[config.mk]
export PLATFORM = sky130hd
export DESIGN_NAME = pkt_replay_fifo
export DESIGN_NICKNAME = d
export VERILOG_FILES = /design/src/rtl/pfifo_pkg.sv /design/src/rtl/pfifo_store.sv /design/src/rtl/pfifo_ptrs.sv /design/src/rtl/pfifo_health_fsm.sv /design/src/rtl/pfifo_regs.sv /design/src/rtl/pkt_replay_fifo.sv
export SDC_FILE = /design/constraint.sdc
export NUM_CORES = 1
export LEC_CHECK = 0
export BUFFER_PORTS_ARGS = -buffer_cell sky130_fd_sc_hd__buf_2
export CAP_MARGIN = 10
export CORE_AREA = 5 5 148 291
export CTS_CLUSTER_DIAMETER = 150
export DETAILED_ROUTE_END_ITERATION = 16
export DIE_AREA = 0 0 153 296
export GPL_TIMING_DRIVEN = 0
export HOLD_SLACK_MARGIN = 0.12
export PLACE_DENSITY_LB_ADDON = 0.25
export REMOVE_ABC_BUFFERS = 1
export SETUP_SLACK_MARGIN = 0.4
export SYNTH_ARGS = -nofsm -noshare
export SYNTH_HDL_FRONTEND = slang
export SYNTH_SLANG_ARGS = --single-unit
[constraint.sdc]
create_clock -name clk -period 6.65 [get_ports clk]
set_clock_uncertainty 0.15 [all_clocks]
set_input_delay 0.9975 -clock clk [delete_from_list [all_inputs] [get_ports clk]]
set_output_delay 0.9975 -clock clk [all_outputs]
set_load 0.005 [all_outputs]
[src/rtl/pfifo_pkg.sv]
`timescale 1ns/1ps
package pfifo_pkg;
    // Flavour selector carried by the FIFO_KIND parameter
    localparam int KIND_RX = 0;
    localparam int KIND_TX = 1;

    // Register map (byte offsets)
    localparam int OFS_ID_BYTE   = 0;
    localparam int OFS_STAT_BYTE = 4;

    // Value that must be written at OFS_ID_BYTE to flush the FIFO
    localparam logic [31:0] SOFT_RESET_KEY = 32'h0000_000A;

    // Status word bit positions
    localparam int STAT_EDGE_BIT = 31;
    localparam int STAT_NEAR_BIT = 30;
    localparam int STAT_LOCK_BIT = 29;
    localparam int STAT_CNT_W    = 16;

    typedef enum logic [0:0] {
        ST_FLOW   = 1'b0,
        ST_LOCKED = 1'b1
    } health_e;
endpackage

[src/rtl/pfifo_store.sv]
`timescale 1ns/1ps
module pfifo_store #(
    parameter int DEPTH  = 16,
    parameter int DATA_W = 32,
    parameter int IW     = 4
) (
    input  logic              clk,
    input  logic              wr_en,
    input  logic [IW-1:0]     wr_idx,
    input  logic [DATA_W-1:0] wr_data,
    input  logic [IW-1:0]     rd_idx,
    output logic [DATA_W-1:0] rd_data
);
    logic [DATA_W-1:0] cells [DEPTH];

    always_ff @(posedge clk) begin
        if (wr_en) begin
            cells[wr_idx] <= wr_data;
        end
    end

    // Asynchronous read keeps out_data aligned with out_valid
    assign rd_data = cells[rd_idx];
endmodule

[src/rtl/pfifo_ptrs.sv]
`timescale 1ns/1ps
module pfifo_ptrs #(
    parameter int DEPTH = 16,
    parameter int IW    = 4,
    parameter int CW    = 5
) (
    input  logic          clk,
    input  logic          rst_n,
    input  logic          clear,
    input  logic          run,
    input  logic          push_req,
    input  logic          pop_req,
    input  logic          commit,
    input  logic          mark,
    input  logic          restore,
    output logic          push_ok,
    output logic          pop_ok,
    output logic          full,
    output logic          empty,
    output logic [IW-1:0] wr_idx,
    output logic [IW-1:0] rd_idx,
    output logic [CW-1:0] held,
    output logic [CW-1:0] avail,
    output logic [CW-1:0] rd_pend
);
    localparam logic [IW-1:0] LAST_IDX = IW'(DEPTH - 1);
    localparam logic [CW-1:0] CAP      = CW'(DEPTH);

    logic [IW-1:0] mark_idx;
    logic [CW-1:0] wr_pend;
    logic [IW-1:0] wr_idx_n, rd_idx_n, mark_idx_n, rd_adv;
    logic [CW-1:0] held_n, avail_n, rd_pend_n, wr_pend_n;
    logic          do_mark, do_restore, do_commit;

    function automatic logic [IW-1:0] bump(input logic [IW-1:0] i);
        return (i == LAST_IDX) ? '0 : i + IW'(1);
    endfunction

    assign full       = (held == CAP);
    assign empty      = (avail == '0);
    assign push_ok    = run && push_req && !full;
    assign pop_ok     = run && pop_req && !empty;
    assign do_mark    = run && mark;
    assign do_restore = run && restore && !mark;   // mark wins
    assign do_commit  = run && commit;

    always_comb begin
        // space held by the producer side, released only by a mark
        held_n = held + CW'(push_ok);
        if (do_mark) begin
            held_n = held_n - rd_pend - CW'(pop_ok);
        end
        // words the consumer may still read
        avail_n = avail - CW'(pop_ok);
        if (do_restore) begin
            avail_n = avail_n + rd_pend + CW'(pop_ok);
        end
        if (do_commit) begin
            avail_n = avail_n + wr_pend + CW'(push_ok);
        end
        rd_pend_n  = (do_mark || do_restore) ? '0 : rd_pend + CW'(pop_ok);
        wr_pend_n  = do_commit ? '0 : wr_pend + CW'(push_ok);
        wr_idx_n   = push_ok ? bump(wr_idx) : wr_idx;
        rd_adv     = pop_ok ? bump(rd_idx) : rd_idx;
        rd_idx_n   = do_restore ? mark_idx : rd_adv;
        mark_idx_n = do_mark ? rd_adv : mark_idx;
    end

    always_ff @(posedge clk or negedge rst_n) begin
        if (!rst_n) begin
            wr_idx   <= '0;
            rd_idx   <= '0;
            mark_idx <= '0;
            held     <= '0;
            avail    <= '0;
            rd_pend  <= '0;
            wr_pend  <= '0;
        end else if (clear) begin
            wr_idx   <= '0;
            rd_idx   <= '0;
            mark_idx <= '0;
            held     <= '0;
            avail    <= '0;
            rd_pend  <= '0;
            wr_pend  <= '0;
        end else begin
            wr_idx   <= wr_idx_n;
            rd_idx   <= rd_idx_n;
            mark_idx <= mark_idx_n;
            held     <= held_n;
            avail    <= avail_n;
            rd_pend  <= rd_pend_n;
            wr_pend  <= wr_pend_n;
        end
    end
endmodule

[src/rtl/pfifo_health_fsm.sv]
`timescale 1ns/1ps
module pfifo_health_fsm
    import pfifo_pkg::*;
(
    input  logic clk,
    input  logic rst_n,
    input  logic clear,
    input  logic full,
    input  logic empty,
    output logic locked
);
    health_e state_q, state_d;

    // state register
    always_ff @(posedge clk or negedge rst_n) begin
        if (!rst_n) begin
            state_q <= ST_FLOW;
        end else begin
            state_q <= state_d;
        end
    end

    // transitions: FLOW->LOCKED on full and empty together, LOCKED->FLOW on clear
    always_comb begin
        state_d = state_q;
        unique case (state_q)
            ST_FLOW:   if (!clear && full && empty) state_d = ST_LOCKED;
            ST_LOCKED: if (clear)                   state_d = ST_FLOW;
            default:                                state_d = ST_FLOW;
        endcase
    end

    // outputs
    always_comb begin
        locked = (state_q == ST_LOCKED);
    end
endmodule

[src/rtl/pfifo_regs.sv]
`timescale 1ns/1ps
module pfifo_regs
    import pfifo_pkg::*;
#(
    parameter int          FIFO_KIND = KIND_RX,
    parameter int          DEPTH     = 16,
    parameter int          CW        = 5,
    parameter int          REG_AW    = 4,
    parameter logic [31:0] ID_WORD   = 32'h5046_0101
) (
    input  logic [REG_AW-1:0] reg_addr,
    input  logic              reg_wr,
    input  logic [31:0]       reg_wdata,
    input  logic [CW-1:0]     held,
    input  logic [CW-1:0]     avail,
    input  logic              locked,
    output logic [31:0]       reg_rdata,
    output logic              soft_clr
);
    localparam logic [REG_AW-1:0] A_ID   = REG_AW'(OFS_ID_BYTE);
    localparam logic [REG_AW-1:0] A_STAT = REG_AW'(OFS_STAT_BYTE);

    logic [CW-1:0] cnt;
    logic          edge_flag, near_flag;
    logic [31:0]   stat_word;

    generate
        if (FIFO_KIND == KIND_RX) begin : g_rx
            assign cnt = avail;                      // occupancy
        end else begin : g_tx
            assign cnt = CW'(DEPTH) - held;          // vacancy
        end
    endgenerate

    assign edge_flag = (cnt == '0);
    assign near_flag = (cnt == CW'(1));

    always_comb begin
        stat_word                    = '0;
        stat_word[STAT_CNT_W-1:0]    = STAT_CNT_W'(cnt);
        stat_word[STAT_EDGE_BIT]     = edge_flag;
        stat_word[STAT_NEAR_BIT]     = near_flag;
        stat_word[STAT_LOCK_BIT]     = locked;
    end

    always_comb begin
        if (reg_addr == A_ID) begin
            reg_rdata = ID_WORD;
        end else if (reg_addr == A_STAT) begin
            reg_rdata = stat_word;
        end else begin
            reg_rdata = '0;
        end
    end

    assign soft_clr = reg_wr && (reg_addr == A_ID) && (reg_wdata == SOFT_RESET_KEY);
endmodule

[src/rtl/pkt_replay_fifo.sv]
`timescale 1ns/1ps
module pkt_replay_fifo
    import pfifo_pkg::*;
#(
    parameter int          DEPTH     = 16,
    parameter int          FIFO_KIND = KIND_RX,
    parameter int          DATA_W    = 32,
    parameter int          REG_AW    = 4,
    parameter logic [31:0] ID_WORD   = 32'h5046_0101
) (
    input  logic              clk,
    input  logic              rst_n,
    input  logic              in_valid,
    output logic              in_ready,
    input  logic [DATA_W-1:0] in_data,
    input  logic              in_commit,
    output logic              out_valid,
    input  logic              out_ready,
    output logic [DATA_W-1:0] out_data,
    input  logic              rd_mark,
    input  logic              rd_restore,
    input  logic [REG_AW-1:0] reg_addr,
    input  logic              reg_wr,
    input  logic [31:0]       reg_wdata,
    output logic [31:0]       reg_rdata,
    output logic              err_irq
);
    // DEPTH must lie in 2..65535 so the count fits the 16-bit field
    localparam int IW = $clog2(DEPTH);
    localparam int CW = $clog2(DEPTH + 1);

    logic          soft_clr, locked, run;
    logic          push_ok, pop_ok, full, empty;
    logic [IW-1:0] wr_idx, rd_idx;
    logic [CW-1:0] held_cnt, avail_cnt, rd_pend_cnt;

    assign run = !locked;

    pfifo_ptrs #(.DEPTH(DEPTH), .IW(IW), .CW(CW)) ptrs_i (
        .clk     (clk),
        .rst_n   (rst_n),
        .clear   (soft_clr),
        .run     (run),
        .push_req(in_valid),
        .pop_req (out_ready),
        .commit  (in_commit),
        .mark    (rd_mark),
        .restore (rd_restore),
        .push_ok (push_ok),
        .pop_ok  (pop_ok),
        .full    (full),
        .empty   (empty),
        .wr_idx  (wr_idx),
        .rd_idx  (rd_idx),
        .held    (held_cnt),
        .avail   (avail_cnt),
        .rd_pend (rd_pend_cnt)
    );

    pfifo_store #(.DEPTH(DEPTH), .DATA_W(DATA_W), .IW(IW)) store_i (
        .clk    (clk),
        .wr_en  (push_ok),
        .wr_idx (wr_idx),
        .wr_data(in_data),
        .rd_idx (rd_idx),
        .rd_data(out_data)
    );

    pfifo_health_fsm health_i (
        .clk   (clk),
        .rst_n (rst_n),
        .clear (soft_clr),
        .full  (full),
        .empty (empty),
        .locked(locked)
    );

    pfifo_regs #(
        .FIFO_KIND(FIFO_KIND), .DEPTH(DEPTH), .CW(CW),
        .REG_AW(REG_AW), .ID_WORD(ID_WORD)
    ) regs_i (
        .reg_addr (reg_addr),
        .reg_wr   (reg_wr),
        .reg_wdata(reg_wdata),
        .held     (held_cnt),
        .avail    (avail_cnt),
        .locked   (locked),
        .reg_rdata(reg_rdata),
        .soft_clr (soft_clr)
    );

    assign in_ready  = run && !full;
    assign out_valid = run && !empty;
    assign err_irq   = locked;

    // pop_ok is consumed only by the pointer block; keep it visible for reviews
    logic pop_seen;
    assign pop_seen = pop_ok;
endmodule

==> results.md <==
* Number of antenna violations at the first check in global routing at 2
* Root Driver: clkbuf_16
* Area Overhead vs Synth at 14.03%
* Post-Route WL at 44.73 mm
* Starting Density at 0.5450
* Top_reg_cell synth: edfxtp_1
* Post-synth top area share at 0.6993
* Post-DP HPWL at 27.28 mm
* Max Cap Violations at 0
* Synth unique cells at 51
* Tmin final at 4.540 ns
* CP startpoint kind: flip-flop
* Grt ovf at 0
* P per Cell Area at 324.1 nW/um^2
* Fmax at 220.2 MHz
* WL/cell at 25.40 um
* Reg2Reg Depth at 17
* PortBufs at 123
* Post_cts resized at 0
* Worst r2r dst: ptrs_i.avail[4]
* Number of synthesized flops with an enable pin at 512
* Syn Inst Count at 1030
* Share of post-route cells with drive strength above 1 at 0.3480
* Die outline area at 45290 um^2
* Final setup fails at 0
* Max rail drop VDD at 0.2443 mV
* Worst hold path type: in2async
* Most common cell after layout, fill and taps aside: edfxtp_1
* Slew at the pin closest to its max-slew limit at 1.115 ns
* I/O Pins at 143
* CP required at 6.98 ns
* Register area at 16210 um^2
* Total Routing Usage GR at 0.2020
* Clock slew at reported path FFs at 0.07 ns
* H-tree Lvls at 2
* FP Rows at 104
* Critical path class: reg2reg
* Largest net degree at the start of global routing at 55
* Placer Congestion at 0.8384
* Dpl ws at 2.112 ns
* RSZ-0062 raised after global routing: false
* Leakage power at 8.282 nW
* Vias in the first global route at 11350
* CTS sink cnt at 545
* Drt drc at 0
* Crit path arrival time at 4.87 ns
* Num CTS Buffers at 45
* Clock Tree Buf Depth at 3
* # Post-CTS Setup Buffers at 0
* Synthesized area per cell at 21.34 um^2
* First-pass GRT wire length at 68.92 mm
* Vias per cell at 5.919
* Hold_buf cts at 0
* Internal reg-to-reg setup slack at 2.11 ns
* Die X at 153 um
* Seq/Total Area, Yosys at 0.7369
* #FFs+latches synth at 545
* Period utilization at 0.6828
* Outcome: completed
* Area occupied by multi-input gates at 5414 um^2
* Iter 0 DRT Violations at 741
* Fraction of registers with async set/reset at 0.06055
* Final net count at 1300
* Final-layout fill cell count at 2767
* Vias after detailed routing at 10420
* Yosys warning total at 0
* Most area-consuming cells after synthesis: edfxtp_1 70%, mux4_2 16%, dfrtp_1 3.8%
* CP endpoint kind: flip-flop
* CTS tree: yes
* Number of hold violations in the final report at 0
* Post-synth top area cell: edfxtp_1
* Crit Path Max Fanout at 6
* Most frequent cells in the layout: 512 x edfxtp_1, 160 x mux4_2, 123 x buf_2
* Worst rel slew slack at 0.2546
* Netlist Area Pre-Place at 21980 um^2
* Final Max Tran Viols at 0
* Die Height at 296 um
* DR pass1 iterations at 5
* Worst skew pair latency at 0.55 ns
* Final Power at 8.126 mW
* Final ANT Viol Nets at 0
* Post-route worst setup slack at 2.110 ns
* Core Area at 40340 um^2
* Reg2Reg Launch Point: ptrs_i.avail[2]
area by class of cell:
| class | instances | area share |
|---|---|---|
| antenna | 1 | 0.00009982 |
| clock buffer | 54 | 0.04706 |
| clock inverter | 29 | 0.01073 |
| inverter | 26 | 0.003993 |
| multi-input combinational | 409 | 0.2160 |
| sequential | 545 | 0.6466 |
| tap | 530 | 0.02645 |
| timing repair buffer | 167 | 0.04916 |
cell families (layout without fill, tap and decap cells):
family                     after synthesis  count (layout)  share of synthesized area
muxes                                  166             166                     0.1666
other                                    1              20                  0.0001706
buffers and inverters                   94             276                    0.02402
AOI/OAI and AO/OA                       44              44                    0.01377
xor gates and xnor gates                23              23                   0.009163
DFF                                    545             545                     0.7369
adders and majority gates               30              30                    0.01878
and+or+nand+nor                        127             127                    0.03056
routing by layer:
metal / up-vias / global-route usage / wire (um) / part of all wire
met1: 5498 / 0.2601 / 16980 / 0.38
met3: 69 / 0.02702 / 2351 / 0.053
li1: 4509 / - / - / -
met4: 2 / 0.05438 / 1032 / 0.023
met5: - / 0 / 7 / 0.00016
met2: 346 / 0.3659 / 24360 / 0.54
worst max path at each step:
| stage | startpoint | end | cells after the start | slack [ns] |
|---|---|---|---|---|
| finish | ptrs_i.avail[2] | ptrs_i.avail[4] | 17 | 2.11 |
| global placement | ptrs_i.rd_idx[0] | out_data[25] | 3 | -3.07 |
| detailed placement | ptrs_i.avail[2] | ptrs_i.avail[4] | 17 | 2.11 |
| floorplan | ptrs_i.rd_idx[0] | out_data[0] | 2 | -0.64 |
| CTS | ptrs_i.avail[2] | ptrs_i.avail[4] | 17 | 2.10 |
| global route | ptrs_i.avail[2] | ptrs_i.avail[4] | 17 | 1.87 |
Yosys cell counts, drive strengths merged (2+ instances only):
cell and instances:
or4 2, o21ba 2, mux4 160, or3 2
nor4b 2, dfrtp 33, fa 5, a211oi 10
nand2b 3, ha 25, nor4 11, mux2i 6
nand3 9, a31oi 2, and3 2, inv 26
xnor2 11, nor3 9, o21a 2, nand4 2
clkbuf 20, nor2b 6, xor2 12, edfxtp 512
nor2 43, buf 48, and2 13, o21ai 6
a21oi 15, nand2 15, nor3b 3
registers in the layout (all words and copies together) (netlist names):
name             flops
ptrs_i.wr_idx        4
ptrs_i.wr_pend       5
ptrs_i.rd_pend       5
ptrs_i.mark_idx      4
store_i.cells      512
ptrs_i.avail         5
ptrs_i.held          5
ptrs_i.rd_idx        4
health_i.locked      1
where the power goes:
group          leakage, nW  internal (mW)  switching, mW  total (mW)
clock                0.707           1.44           1.18        2.61
combinational         2.56          0.895          0.699        1.59
sequential            5.01           3.79          0.128        3.92
total                 8.28           6.12           2.00        8.13
stage by stage:
stage | std cells | area [um^2] | setup TNS, ns | hold slack, ns | util
global placement | 1633 | 22900 | -432.88 | 0.3588 | 0.5677
finish | 1761 | 25070 | 0 | 0.3728 | 0.6215
detailed placement | 1677 | 23620 | 0 | 0.3758 | 0.5855
CTS | 1760 | 25070 | 0 | 0.3935 | 0.6214
floorplan | 980 | 21620 | -20.54 | 0.3371 | -
global route | 1760 | 25070 | 0 | 0.4266 | 0.6214
critical path, stage by stage (launching register included):
cell and delay, ns:
dfrtp_1 0.47, or4_4 0.60, o211ai_4 0.30, inv_1 0.12, ha_1 0.23, ha_1 0.23, xor2_1 0.29, ha_1 0.31
a21oi_1 0.12, o21ai_1 0.09, xor2_1 0.17, o21ba_2 0.22, ha_1 0.31, nor2_1 0.05, a21oi_1 0.14, mux2i_1 0.33
xnor2_1 0.18, mux2i_1 0.20
Note: power is estimated with default switching activity, not from simulation.
